### src/rtl/pit_pkg.sv
package pit_pkg;

    // Action taken by the down-counter on a given clock edge.
    typedef enum logic [2:0] {
        ACT_HOLD   = 3'd0,
        ACT_LOAD   = 3'd1,
        ACT_DEC    = 3'd2,
        ACT_RELOAD = 3'd3,
        ACT_STOP   = 3'd4
    } cnt_action_e;

endpackage

### src/rtl/pit_reload_reg.sv
module pit_reload_reg #(
    parameter int CNT_W = 32
) (
    input  logic             clk,
    input  logic             rst_n,
    input  logic             wr_en,
    input  logic [CNT_W-1:0] wr_data,
    output logic [CNT_W-1:0] reload_q
);

    typedef struct packed {
        logic [CNT_W-1:0] value;
    } rl_state_t;

    rl_state_t state_d, state_q;

    always_comb begin
        state_d = state_q;
        if (wr_en) begin
            state_d.value = wr_data;
        end
    end

    always_ff @(posedge clk or negedge rst_n) begin
        if (!rst_n) begin
            state_q <= '0;
        end else begin
            state_q <= state_d;
        end
    end

    assign reload_q = state_q.value;

    // every write lands in the stored interval
    p_write_stores_r1: assert property (@(posedge clk) disable iff (!rst_n)
        wr_en |=> (reload_q == $past(wr_data)));

    // without a write the stored interval is unchanged
    p_reload_stable_r1: assert property (@(posedge clk) disable iff (!rst_n)
        !wr_en |=> $stable(reload_q));

endmodule

### src/rtl/pit_down_counter.sv
module pit_down_counter
    import pit_pkg::*;
#(
    parameter int CNT_W = 32
) (
    input  logic             clk,
    input  logic             rst_n,
    input  logic             tick,
    input  logic             load_en,
    input  logic [CNT_W-1:0] load_val,
    input  logic             reload_en,
    input  logic [CNT_W-1:0] reload_val,
    output logic [CNT_W-1:0] count_q,
    output logic             expire
);

    localparam logic [CNT_W-1:0] CNT_ONE = {{(CNT_W-1){1'b0}}, 1'b1};

    typedef struct packed {
        logic [CNT_W-1:0] count;
    } cnt_state_t;

    cnt_state_t  state_d, state_q;
    cnt_action_e act;

    // Expiry: a tick that finds the count at one.
    always_comb begin
        expire = tick && (state_q.count == CNT_ONE);
    end

    // Write beats restart; restart/stop beats plain decrement.
    always_comb begin
        if (load_en) begin
            act = ACT_LOAD;
        end else if (expire) begin
            act = reload_en ? ACT_RELOAD : ACT_STOP;
        end else if (tick && (state_q.count != '0)) begin
            act = ACT_DEC;
        end else begin
            act = ACT_HOLD;
        end
    end

    always_comb begin
        state_d = state_q;
        unique case (act)
            ACT_LOAD:   state_d.count = load_val;
            ACT_RELOAD: state_d.count = reload_val;
            ACT_STOP:   state_d.count = '0;
            ACT_DEC:    state_d.count = state_q.count - CNT_ONE;
            default:    state_d.count = state_q.count;
        endcase
    end

    always_ff @(posedge clk or negedge rst_n) begin
        if (!rst_n) begin
            state_q <= '0;
        end else begin
            state_q <= state_d;
        end
    end

    assign count_q = state_q.count;

    // a write sets the count regardless of tick
    p_load_count_r3: assert property (@(posedge clk) disable iff (!rst_n)
        load_en |=> (count_q == $past(load_val)));

    // one step per tick above one
    p_single_step_r3: assert property (@(posedge clk) disable iff (!rst_n)
        (tick && !load_en && (count_q > CNT_ONE)) |=> (count_q == $past(count_q) - CNT_ONE));

    // no tick, no write, no movement
    p_hold_no_tick_r3: assert property (@(posedge clk) disable iff (!rst_n)
        (!tick && !load_en) |=> $stable(count_q));

    // a stopped counter stays at zero until written
    p_stopped_holds_r2: assert property (@(posedge clk) disable iff (!rst_n)
        ((count_q == '0) && !load_en) |=> (count_q == '0));

    // expiry without restart and without write ends at zero
    p_stop_after_expire_r6: assert property (@(posedge clk) disable iff (!rst_n)
        (expire && !load_en && !reload_en) |=> (count_q == '0));

    // expiry with restart takes the stored interval
    p_restart_value_r6: assert property (@(posedge clk) disable iff (!rst_n)
        (expire && !load_en && reload_en) |=> (count_q == $past(reload_val)));

endmodule

### src/rtl/pit_event_out.sv
module pit_event_out (
    input  logic clk,
    input  logic rst_n,
    input  logic expire,
    input  logic irq_en,
    output logic status_q,
    output logic irq_q
);

    typedef struct packed {
        logic status;
        logic irq;
    } ev_state_t;

    ev_state_t state_d, state_q;

    always_comb begin
        state_d.status = expire;
        state_d.irq    = expire && irq_en;
    end

    always_ff @(posedge clk or negedge rst_n) begin
        if (!rst_n) begin
            state_q <= '0;
        end else begin
            state_q <= state_d;
        end
    end

    assign status_q = state_q.status;
    assign irq_q    = state_q.irq;

    // a request never appears without the expiry strobe
    p_irq_needs_status_r5: assert property (@(posedge clk) disable iff (!rst_n)
        irq_q |-> status_q);

    // a disabled enable at expiry suppresses the request
    p_irq_gated_r5: assert property (@(posedge clk) disable iff (!rst_n)
        (expire && !irq_en) |=> !irq_q);

endmodule

### src/rtl/interval_countdown.sv
module interval_countdown #(
    parameter int CNT_W = 32
) (
    input  logic             clk,
    input  logic             rst_n,
    input  logic             tick,
    input  logic             wr_en,
    input  logic [CNT_W-1:0] wr_data,
    input  logic             auto_restart,
    input  logic             irq_enable,
    output logic [CNT_W-1:0] count,
    output logic             status_set,
    output logic             irq_req
);

    localparam logic [CNT_W-1:0] CNT_ONE = {{(CNT_W-1){1'b0}}, 1'b1};

    logic [CNT_W-1:0] reload_val;
    logic             expire;

    pit_reload_reg #(.CNT_W(CNT_W)) u_reload (
        .clk      (clk),
        .rst_n    (rst_n),
        .wr_en    (wr_en),
        .wr_data  (wr_data),
        .reload_q (reload_val)
    );

    pit_down_counter #(.CNT_W(CNT_W)) u_counter (
        .clk        (clk),
        .rst_n      (rst_n),
        .tick       (tick),
        .load_en    (wr_en),
        .load_val   (wr_data),
        .reload_en  (auto_restart),
        .reload_val (reload_val),
        .count_q    (count),
        .expire     (expire)
    );

    pit_event_out u_events (
        .clk      (clk),
        .rst_n    (rst_n),
        .expire   (expire),
        .irq_en   (irq_enable),
        .status_q (status_set),
        .irq_q    (irq_req)
    );

    // a restart never begins a zero-length interval
    p_interval_nonzero_r7: assert property (@(posedge clk) disable iff (!rst_n)
        (expire && auto_restart && !wr_en) |-> (reload_val != '0));

    // every strobe follows a tick that found the count at one
    p_strobe_origin_r4: assert property (@(posedge clk) disable iff (!rst_n)
        status_set |-> ($past(tick) && ($past(count) == CNT_ONE)));

    // a write on the expiring edge wins over the restart
    p_write_wins_r8: assert property (@(posedge clk) disable iff (!rst_n)
        (expire && wr_en) |=> ((count == $past(wr_data)) && status_set));

endmodule

### config.mk
export PLATFORM = sky130hd
export DESIGN_NAME = interval_countdown
export DESIGN_NICKNAME = d
export VERILOG_FILES = /design/src/rtl/pit_pkg.sv /design/src/rtl/pit_reload_reg.sv /design/src/rtl/pit_down_counter.sv /design/src/rtl/pit_event_out.sv /design/src/rtl/interval_countdown.sv
export SDC_FILE = /design/constraint.sdc
export NUM_CORES = 1
export LEC_CHECK = 0
export ABC_AREA = 1
export ABC_CLOCK_PERIOD_IN_PS = 1800
export BUFFER_PORTS_ARGS = -buffer_cell sky130_fd_sc_hd__buf_2
export CAP_MARGIN = 20
export CORE_UTILIZATION = 43
export CTS_CLUSTER_DIAMETER = 150
export DETAILED_ROUTE_END_ITERATION = 8
export HOLD_SLACK_MARGIN = 0.15
export PLACE_DENSITY = 0.66
export SLEW_MARGIN = 15
export SYNTH_ARGS = -nofsm -noshare
export SYNTH_HDL_FRONTEND = slang
export SYNTH_SLANG_ARGS = --single-unit
export TNS_END_PERCENT = 1
### constraint.sdc
create_clock -name clk -period 1.8 [get_ports clk]
set_input_delay 0.27 -clock clk [delete_from_list [all_inputs] [get_ports clk]]
set_output_delay 0.27 -clock clk [all_outputs]
set_load 0.005 [all_outputs]
==> run summary, run 1 <==
Status -> finished, violations left
Failing checks -> negative setup slack
WL/cell -> 14.99 um
Crit-path max FO -> 7
DRC Markers -> 0
Post-synth top area cell -> dfrtp_1
Slew @ Worst Pin -> 459.3 ps
Core ar. -> 9240 um2
Clock-pin transition on the worst setup and hold timing paths -> 80 ps
Fin worst setup slack -> -128.9 ps
Most common cell after layout, fill and taps aside -> nand2_1
Worst Hold Class -> in2reg
Root Driver -> clkbuf_8
I/O Buffers -> 71
Final Routed Wirelength -> 13860 um
Yosys Warn Count -> 0
Ports -> 72
Tmin final -> 1929 ps
First DRT Iteration DRCs -> 351
Final setup fails -> 32
Relative slew slack -> 69.38%
Share of layout cells above drive strength 1 -> 32.41%
Most frequent cells in the layout -> 179 x nand2_1, 156 x nor2_1, 93 x buf_4, 71 x buf_2, 64 x dfrtp_1
Vias in the first global route -> 4511
Final Wtd Congestion -> 0.9167
Clock Skews -> 5.001 ps
GR Overflow Total -> 0
Number of nets in the layout -> 832
Die W -> 99.64 um
Worst endpoint data arrival time -> 2220 ps
F_max -> 0.5184 GHz
Yosys reg bits -> 66
Crit path kind -> reg2reg
Max_cap viols -> 0
Antenna violations before repair -> 1
Deepest clock path buffer count -> 2
Vert. Die Dim -> 99.64 um
PwrDens -> 745.6 nW/um2
Total power -> 4.374 mW
Startpoint types -> flop
HPWL after DPL -> 10090 um
Final core occ -> 63.48%
Post-Place Worst Slack -> -122.9 ps
Final Hold Vio Count -> 0
Setup TNS -> -2942 ps
Distinct cells, synth -> 25
Starting Density -> 44.36%
Mean Syn Cell Area -> 6.643 um2
Clock sink count -> 66
Sequential element share of the synthesized area -> 40.29%
Antenna cell count -> 0
Peak VDD IR -> 579.5 uV
Total die area -> 9927 um2
Fillcell total -> 836
Synth top area share -> 40.29%
CTS H-tree depth -> 3
DR pass1 iterations -> 5
Drt via density -> 5.059
Row count -> 35
CTS tree -> built
First-pass GRT wire length -> 22290 um
Clock latency on the worst-skew pair -> 350 ps
CP Data Required Time -> 2100 ps
Synthesized area -> 4099 um2
Crit share post-route -> 107.2%
Largest net degree at the start of global routing -> 32
Endpoint class of the critical path -> flop
P&R area growth vs syn -> 43.10%
Net count after synthesis -> 658
Antenna-violating nets left -> 0
Leakage -> 2.831 nW
Global-route usage over all layers -> 29.43%
CTS buffer count -> 9
Pins Over Slew Limit -> 0
Unrepaired setup endpoints after global routing -> yes
Gate Count Post-Synth -> 617
Vias -> 4680
Largest cells by area after synthesis -> dfrtp_1 40%, nand2_1 18%, nor2_1 16%
flip-flops by register name (all words and copies together) (netlist names):
name               flops
u_counter.count_q     32
u_events.status_q      1
u_reload.reload_q     32
u_events.irq_q         1
layout make-up:
type | count | area (um2) | share of cell area, %
multi-input cells | 499 | 2362 | 40.27
clock inverters | 6 | 90.09 | 1.536
flip-flops and latches | 66 | 1654 | 28.20
repair buffers | 187 | 1353 | 23.06
well taps | 129 | 161.4 | 2.752
clock buffers | 10 | 137.6 | 2.346
inverters | 28 | 107.6 | 1.834
what timing repair did:
| action | 4_1_cts | 5_1_grt |
|---|---|---|
| buffers inserted | 11 | 4 |
| hold endpoints to repair | 24 | 0 |
| pin swaps | 14 | 21 |
| hold buffers | 9 | 0 |
| cloned | 1 | 0 |
| setup endpoints to repair | 32 | 32 |
| gates resized for setup | 34 | 41 |
cells by family after synthesis:
kind of cell	after synthesis	synth area share, %
AOI/OAI and AO/OA	23	3.663
xor gates and xnor gates	12	2.564
adders and majority gates	3	0.9158
buffers and inverters	52	6.319
DFF	66	40.29
and+or+nand+nor	461	46.25
report_power, final:
group	internal [mW]	switching, mW	leakage [nW]	total, mW
Combinational	0.536	0.652	1.95	1.19
Sequential	1.63	0.0997	0.765	1.73
Clock	0.820	0.637	0.112	1.46
Total	2.98	1.39	2.83	4.37
cell usage after synthesis:
library cell	number
o21ai_1	10
o21bai_1	5
dfrtp_1	66
nand4_1	15
nor2_4	3
buf_4	1
nor2_1	179
buf_2	10
nand2_4	1
nand2_2	3
o21ai_0	6
o21ai_4	1
nand2_1	196
nand3b_1	3
clkbuf_1	9
inv_1	26
a21oi_4	1
nor2_2	2
nand3_1	59
ha_1	3
buf_12	2
xnor2_1	8
inv_2	2
xor2_1	4
buf_6	2
final timing paths:
path	from	endpoint	slack, ps	depth (start not counted)
max in group asynchronous	rst_n	u_counter.count_q[9]$_DFFE_PN0P_	640	3
setup / recovery	u_counter.count_q[1]$_DFFE_PN0P_	u_counter.count_q[15]$_DFFE_PN0P_	-130	16
min in group asynchronous	rst_n	u_counter.count_q[6]$_DFFE_PN0P_	400	2
hold / removal	wr_data[15]	u_reload.reload_q[15]$_DFFE_PN0P_	150	3
hold reg to reg	u_reload.reload_q[8]$_DFFE_PN0P_	u_reload.reload_q[8]$_DFFE_PN0P_	480	2
setup reg to reg	u_counter.count_q[1]$_DFFE_PN0P_	u_counter.count_q[15]$_DFFE_PN0P_	-130	16
per-stage QoR:
| step | instances | cell area, um2 | hold slack, ps |
|---|---|---|---|
| detailed placement | 886 | 5210 | 242.3 |
| global placement | 886 | 5210 | 234.9 |
| finish | 925 | 5866 | 153.1 |
| global route | 925 | 5866 | 174.8 |
| floorplan | 617 | 4099 | -25.59 |
| CTS | 923 | 5737 | 151.9 |
metal layers:
layer	share of wire (%)	GRT usage [%]	vias to the layer above	wire, um
li1	-	-	2287	-
met4	0.99	8.824	0	137
met2	47	48.18	175	6459
met3	5.8	3.303	11	801
met5	0	0	-	0
met1	47	41.13	2207	6464
worst max-delay path: stages, from the launching register on:
cell and delay, ps:
dfrtp_1 400, inv_2 120, ha_4 140, nand2_1 40, inv_1 50, nand2_1 50, nor2_1 90, nand2_1 110
nor2_4 180, inv_4 80, nand2_4 100, nor2_4 60, buf_8 140, buf_8 130, nor2_1 80, nand2_1 50
nand2_1 50
(Power assumes the default switching activity.)
==> run 2: changes to the inputs <==
Settings changed: CORE_UTILIZATION 43 to 40, PLACE_DENSITY 0.66 to not set.
==> run 2 against run 1 <==
Against the previous run: the run still ends with negative setup slack left; die area rose by 7.3%; clock-buffer cell count is 2 higher; sequential cell count is the same; sequential share of layout area rose by 0.98 points; worst setup slack gained 42 ps; clock power shrank 17%; critical endpoint is now u_counter.count_q[28]$_DFFE_PN0P_.
==> run summary, run 2 (synthesis gave the netlist of run 1 again) <==
Status -> finished, violations left
Failing checks -> negative setup slack
Clock latency on the worst-skew pair -> 350 ps (about the same)
Global-route usage over all layers -> 26.65% (-2.8 points)
Tmin final -> 1886 ps (-42.41 ps)
Met2 usage -> 41.13% (-7.1 points)
Hold path depth -> 3 (unchanged)
Met3 Resource Use GR -> 4.973% (+1.7 points)
Crit share post-route -> 104.8% (-2.4 points)
Antenna-violating nets left -> 0 (unchanged)
Vias -> 4541 (-3.0%)
Most common cell after layout, fill and taps aside -> nand2_1
Final hold slack -> 160.4 ps (+7.295 ps)
Post-Place Worst Slack -> -133.0 ps (-10.13 ps)
Reg-to-reg slack, setup -> -90 ps (+40 ps)
Post-Layout Cell Count -> 928 (+0.32%)
HPWL after DPL -> 10030 um (-0.59%)
Row count -> 36 (+2.9%)
Crit-path max FO -> 11 (+4)
Most frequent cells in the layout -> 194 x nand2_1, 169 x nor2_1, 93 x buf_4, 71 x buf_2, 65 x dfrtp_1
CTS buffer count -> 9 (unchanged)
P&R area growth vs syn -> 38.19%
Leakage -> 2.769 nW (-2.2%)
NetSw -> 1.303 mW (-6.2%)
Grt peak-use layer -> met2
Clock-pin transition on the worst setup and hold timing paths -> 80 ps (about the same)
GR Layer Usage met1 -> 37.77% (-3.4 points)
Clock sink count -> 66 (unchanged)
Core ar. -> 9864 um2 (+6.8%)
Cell mode on critical path -> nand2_1
DR pass1 iterations -> 5 (unchanged)
Starting Density -> 41.55% (-2.8 points)
Clock Skews -> 9.597 ps (+4.596 ps)
Largest net degree at the start of global routing -> 67 (+110%)
Number of nets in the layout -> 831 (-0.12%)
Crit path kind -> reg2reg
First DRT Iteration DRCs -> 216 (-38%)
Startpoint types -> flop
CTS tree -> built
Unrepaired setup endpoints after global routing -> yes
I/O Buffers -> 71 (unchanged)
Reg2reg end -> u_counter.count_q[28]$_DFFE_PN0P_
Worst endpoint data arrival time -> 2130 ps (-90 ps)
Share of layout cells above drive strength 1 -> 27.04% (-5.4 points)
Ports -> 72 (unchanged)
Worst hold start -> wr_data[13]
Final Routed Wirelength -> 13230 um (-4.5%)
Endpoint class of the critical path -> flop
Drt via density -> 4.893 (-3.3%)
Area of the multi-input gates -> 2222 um2 (-5.9%)
Total die area -> 10660 um2 (+7.3%)
GR Overflow Total -> 0 (unchanged)
Vert. Die Dim -> 103.2 um (+3.6%)
CTS H-tree depth -> 3 (unchanged)
Final setup fails -> 32 (unchanged)
Antenna cell count -> 0 (unchanged)
Fin worst setup slack -> -86.45 ps (+42.41 ps)
Placed Instances -> 895 (+1.0%)
Final Wtd Congestion -> 0.9080 (-0.95%)
Reg area -> 1653 um2 (about the same)
PwrDens -> 713.9 nW/um2 (-4.3%)
DRC Markers -> 0 (unchanged)
Max_cap viols -> 0 (unchanged)
Pins Over Slew Limit -> 0 (unchanged)
Relative slew slack -> 74.31% (+4.9 points)
Total power -> 4.044 mW (-7.5%)
Sequential share of power -> 42.5% (+3.0 points)
Crit-path cells -> nor2_2, nand2_1, nor2_4, nand2_1, nor2_4, inv_4, nand2_4, nor2_4, buf_4, buf_4, nand2_1, nand2_1
CP Data Required Time -> 2050 ps (-50 ps)
Fillcell total -> 955 (+14%)
Min-Delay Endpoint -> u_reload.reload_q[13]$_DFFE_PN0P_
Clock power share -> 30.0% (-3.3 points)
FF-to-FF Start -> u_counter.count_q[12]$_DFFE_PN0P_
Peak VDD IR -> 387.7 uV (-33%)
Final core occ -> 57.42% (-6.1 points)
Slew @ Worst Pin -> 385.3 ps (-74.01 ps)
Final Hold Vio Count -> 0 (unchanged)
WL/cell -> 14.26 um (-4.9%)
Internal power -> 2.740 mW (-8.2%)
Net Sw Frac -> 32.23% (+0.46 points)
Slowest cell delay on critical path -> 400 ps (about the same)
Deepest clock path buffer count -> 2 (unchanged)
Antenna violations before repair -> 0 (-1)
First-pass GRT wire length -> 21000 um (-5.8%)
Worst Hold Class -> in2reg
F_max -> 0.5301 GHz (+2.2%)
CP max-delay cell -> dfrtp_1
Root Driver -> clkbuf_8
Comb pwr share -> 27.5% (+0.3 points)
Die W -> 103.2 um (+3.6%)
Vias in the first global route -> 4243 (-5.9%)
R2R depth -> 12 (-4)
-- run 2: changes by cell type in the layout (fill, tap and decap cells not counted), sizes merged --
cell / change
dlygate4sd3: +7
buf: -8
clkinv: -1
bufinv: -2
clkinvlp: +1
clkbuf: +2
-- run 2: worst max-delay path: cells and delay by family, from the launching register on --
| family | cells | cell delay, ps |
|---|---|---|
| simple gates | 9 | 980 |
| flops | 1 | 400 |
| buf+inv | 3 | 390 |
-- run 2: area by class of cell --
type | count | share of cell area (%)
Timing Repair Buffer | 186 | 23.39
Tap cell | 133 | 2.938
Inverter | 28 | 1.900
Multi-Input combinational cell | 499 | 39.23
Clock inverter | 4 | 0.4418
Sequential cell | 66 | 29.18
Clock buffer | 12 | 2.916
-- run 2: worst max path at each step --
stage                                             end                               from  slack, ps
CTS                 u_counter.count_q[30]$_DFFE_PN0P_   u_counter.count_q[1]$_DFFE_PN0P_        -90
detailed placement   u_counter.count_q[5]$_DFFE_PN0P_  u_counter.count_q[25]$_DFFE_PN0P_       -130
floorplan            u_counter.count_q[3]$_DFFE_PN0P_   u_counter.count_q[8]$_DFFE_PN0P_         20
global route         u_counter.count_q[5]$_DFFE_PN0P_   u_counter.count_q[1]$_DFFE_PN0P_       -240
global placement     u_counter.count_q[7]$_DFFE_PN0P_  u_counter.count_q[26]$_DFFE_PN0P_       -120
finish              u_counter.count_q[28]$_DFFE_PN0P_  u_counter.count_q[12]$_DFFE_PN0P_        -90
-- run 2: power groups by stage --
stage                     clock network (mW)  logic, mW  registers (mW)
final                                   1.21       1.11            1.72
after global routing                    1.29       1.23            1.74
after CTS                               1.23       1.10            1.71
after detailed placement                   0       1.07            1.74
after global placement                     0       1.06            1.73
after floorplan                            0      0.448            1.79
-- run 2: repair_timing --
action | 4_1_cts | 5_1_grt
pin swaps | 1 | 3
gates resized for setup | 6 | 12
endpoints found under the hold margin | 81 | 0
setup endpoints to repair | 32 | 32
hold buffers | 16 | 0
setup buffers | 0 | 1
-- run 2: per-stage QoR --
stage                     cell area, um2  TNS [ps]
final                               5664     -1436
after global routing                5664     -6150
after CTS                           5628     -1261
after detailed placement            5265     -2160
after global placement              5265     -1250
after floorplan                     4099         0
-- run 2: routing by layer --
| metal | up-vias | part of all wire, % |
|---|---|---|
| met5 | - | 0 |
| met3 | 15 | 5.8 |
| li1 | 2277 | - |
| met2 | 133 | 45 |
| met1 | 2116 | 48 |
| met4 | 0 | 1.3 |
==> run 3: changes to the inputs <==
Settings changed: REMOVE_ABC_BUFFERS set to 1.
==> run 3 against run 2 <==
Against the previous run: the run still ends with negative setup slack left; sequential share of layout area fell by 0.55 points; die area unchanged; clock-buffer cell count fell by 3; via count fell by 2.2%; worst setup slack got worse by 31 ps; final cell count decreased by 1.3%; first-iteration DRC count fell by 31%; combinational power is essentially flat; core utilization grew 1.1 points; final area rose by 1.9%; critical path depth rose by 4; critical endpoint is now u_counter.count_q[23]$_DFFE_PN0P_; largest cell class unchanged; largest power group unchanged.
==> run summary, run 3 (synthesis gave the netlist of run 1 again) <==
Status -> finished, violations left
Failing checks -> negative setup slack
WL/cell -> 13.81 um (-3.2%)
Max_cap viols -> 0 (unchanged)
Drt via density -> 4.847 (-0.94%)
Row count -> 36 (unchanged)
Crit-path max FO -> 8 (-3)
Vias in the first global route -> 4237 (-0.14%)
Deepest clock path buffer count -> 2 (unchanged)
Largest net degree at the start of global routing -> 67 (unchanged)
Clock power share -> 37.2% (+7.2 points)
Relative slew slack -> 76.01% (+1.7 points)
Share of layout cells above drive strength 1 -> 26.56% (-0.48 points)
Vias -> 4440 (-2.2%)
First DRT Iteration DRCs -> 149 (-31%)
Placed inst area -> 5090 um2 (-3.3%)
Final Hold Vio Count -> 0 (unchanged)
Worst Hold Class -> in2reg
Startpoint types -> flop
Leakage -> 2.782 nW (+0.50%)
Total die area -> 10660 um2 (unchanged)
Clock Skews -> 9.950 ps (+0.3527 ps)
Crit path kind -> reg2reg
Peak VDD IR -> 606.2 uV (+56%)
Root Driver -> clkbuf_8
Ports -> 72 (unchanged)
CTS buffer count -> 9 (unchanged)
GR Overflow Total -> 0 (unchanged)
Tmin final -> 1917 ps (+30.88 ps)
Global-route usage over all layers -> 24.82% (-1.8 points)
CP Data Required Time -> 2090 ps (+40 ps)
Crit share post-route -> 106.5% (+1.7 points)
Starting Density -> 41.55% (unchanged)
Pins Over Slew Limit -> 0 (unchanged)
Vert. Die Dim -> 103.2 um (unchanged)
Clock-pin transition on the worst setup and hold timing paths -> 80 ps (about the same)
Final core occ -> 58.52% (+1.1 points)
Die W -> 103.2 um (unchanged)
Final Routed Wirelength -> 12650 um (-4.4%)
CTS H-tree depth -> 3 (unchanged)
Clock sink count -> 66 (unchanged)
Antenna violations before repair -> 0 (unchanged)
Hold path depth -> 3 (unchanged)
NetSw -> 1.294 mW (-0.74%)
Final setup fails -> 32 (unchanged)
CTS tree -> built
P&R area growth vs syn -> 40.84%
Final hold slack -> 153.9 ps (-6.481 ps)
Internal power -> 3.189 mW (+16%)
Antenna-violating nets left -> 0 (unchanged)
Fin worst setup slack -> -117.3 ps (-30.88 ps)
Final Wtd Congestion -> 0.8976 (-1.1%)
I/O Buffers -> 71 (unchanged)
Number of nets in the layout -> 819 (-1.4%)
Sequential share of power -> 38.7% (-3.8 points)
F_max -> 0.5216 GHz (-1.6%)
Total power -> 4.482 mW (+11%)
Core ar. -> 9864 um2 (unchanged)
Most frequent cells in the layout -> 193 x nand2_1, 159 x nor2_1, 71 x buf_2, 70 x buf_4, 65 x dfrtp_1
Most common cell after layout, fill and taps aside -> nand2_1
Worst endpoint data arrival time -> 2210 ps (+80 ps)
R2R depth -> 16 (+4)
Antenna cell count -> 0 (unchanged)
Net Sw Frac -> 28.86% (-3.4 points)
Slew @ Worst Pin -> 359.8 ps (-25.49 ps)
Clock latency on the worst-skew pair -> 360 ps (about the same)
DRC Markers -> 0 (unchanged)
HPWL after DPL -> 9180 um (-8.5%)
Comb pwr share -> 24.1% (-3.4 points)
Endpoint class of the critical path -> flop
Final Cell Area -> 5773 um2 (+1.9%)
Unrepaired setup endpoints after global routing -> yes
PwrDens -> 776.4 nW/um2 (+8.8%)
First-pass GRT wire length -> 20040 um (-4.6%)
DR pass1 iterations -> 4 (-1)
## run 3: routing by layer
layer	track usage, %	part of all wire (%)	vias up
met1	31.38	45	2060
met2	43.08	49	106
met4	7.042	1.4	0
met3	5.040	5.1	16
li1	-	-	2258
met5	0	0	-
## run 3: cell type report
| class | instances | area [um2] |
|---|---|---|
| fillers | 977 | 4091 |
| multi-input cells | 499 | 2261 |
| flip-flops and latches | 66 | 1653 |
| repair buffers | 174 | 1320 |
| well taps | 133 | 166.4 |
| clock inverters | 7 | 141.4 |
| clock buffers | 9 | 123.9 |
| inverters | 28 | 107.6 |
## run 3: path summary, 6_finish.rpt
path                                             startpoint                           endpoint  slack [ps]
max                        u_counter.count_q[1]$_DFFE_PN0P_  u_counter.count_q[23]$_DFFE_PN0P_        -120
min                                             wr_data[21]  u_reload.reload_q[21]$_DFFE_PN0P_         150
max reg2reg                u_counter.count_q[1]$_DFFE_PN0P_  u_counter.count_q[23]$_DFFE_PN0P_        -120
min reg2reg                u_reload.reload_q[4]$_DFFE_PN0P_   u_reload.reload_q[4]$_DFFE_PN0P_         470
max in group asynchronous                             rst_n  u_counter.count_q[23]$_DFFE_PN0P_        1040
min in group asynchronous                             rst_n  u_reload.reload_q[11]$_DFFE_PN0P_         470
## run 3: power groups by stage
stage               Combinational, mW  Sequential, mW  Clock, mW
finish                           1.08            1.73       1.67
floorplan                       0.409            1.79          0
global route                     1.22            1.75       1.77
global placement                0.974            1.74          0
detailed placement              0.992            1.75          0
CTS                              1.04            1.72       1.70
## run 3: critical path, cell delays in order, from the launching register on
cell and delay [ps]:
dfrtp_1 390, inv_2 80, ha_1 140, nand2_1 50, inv_1 50, nand2_1 50, nor2_2 130, nand2_2 80
nor2_4 180, inv_4 70, nand2_4 80, nor2_4 50, buf_6 130, clkbuf_16 160, nor2_1 90, nand2_1 60
nand2_1 60
## run 3: what timing repair did
item                                    4_1_cts  5_1_grt
endpoints found under the setup margin       28       32
endpoints found under the hold margin        88        0
buffers inserted                              0        6
hold buffers                                 21        0
pin swaps                                     2       14
resized for setup                             9       25
gates cloned                                  0        3
## run 3: per-stage QoR
| stage | TNS, ps | setup slack, ps | instances |
|---|---|---|---|
| after floorplan | -12690 | -418.9 | 593 |
| after global placement | -233.6 | -63.85 | 870 |
| after detailed placement | -1328 | -84.90 | 870 |
| after CTS | -1030 | -81.98 | 907 |
| after global routing | -7399 | -257.8 | 916 |
| final | -2982 | -117.3 | 916 |
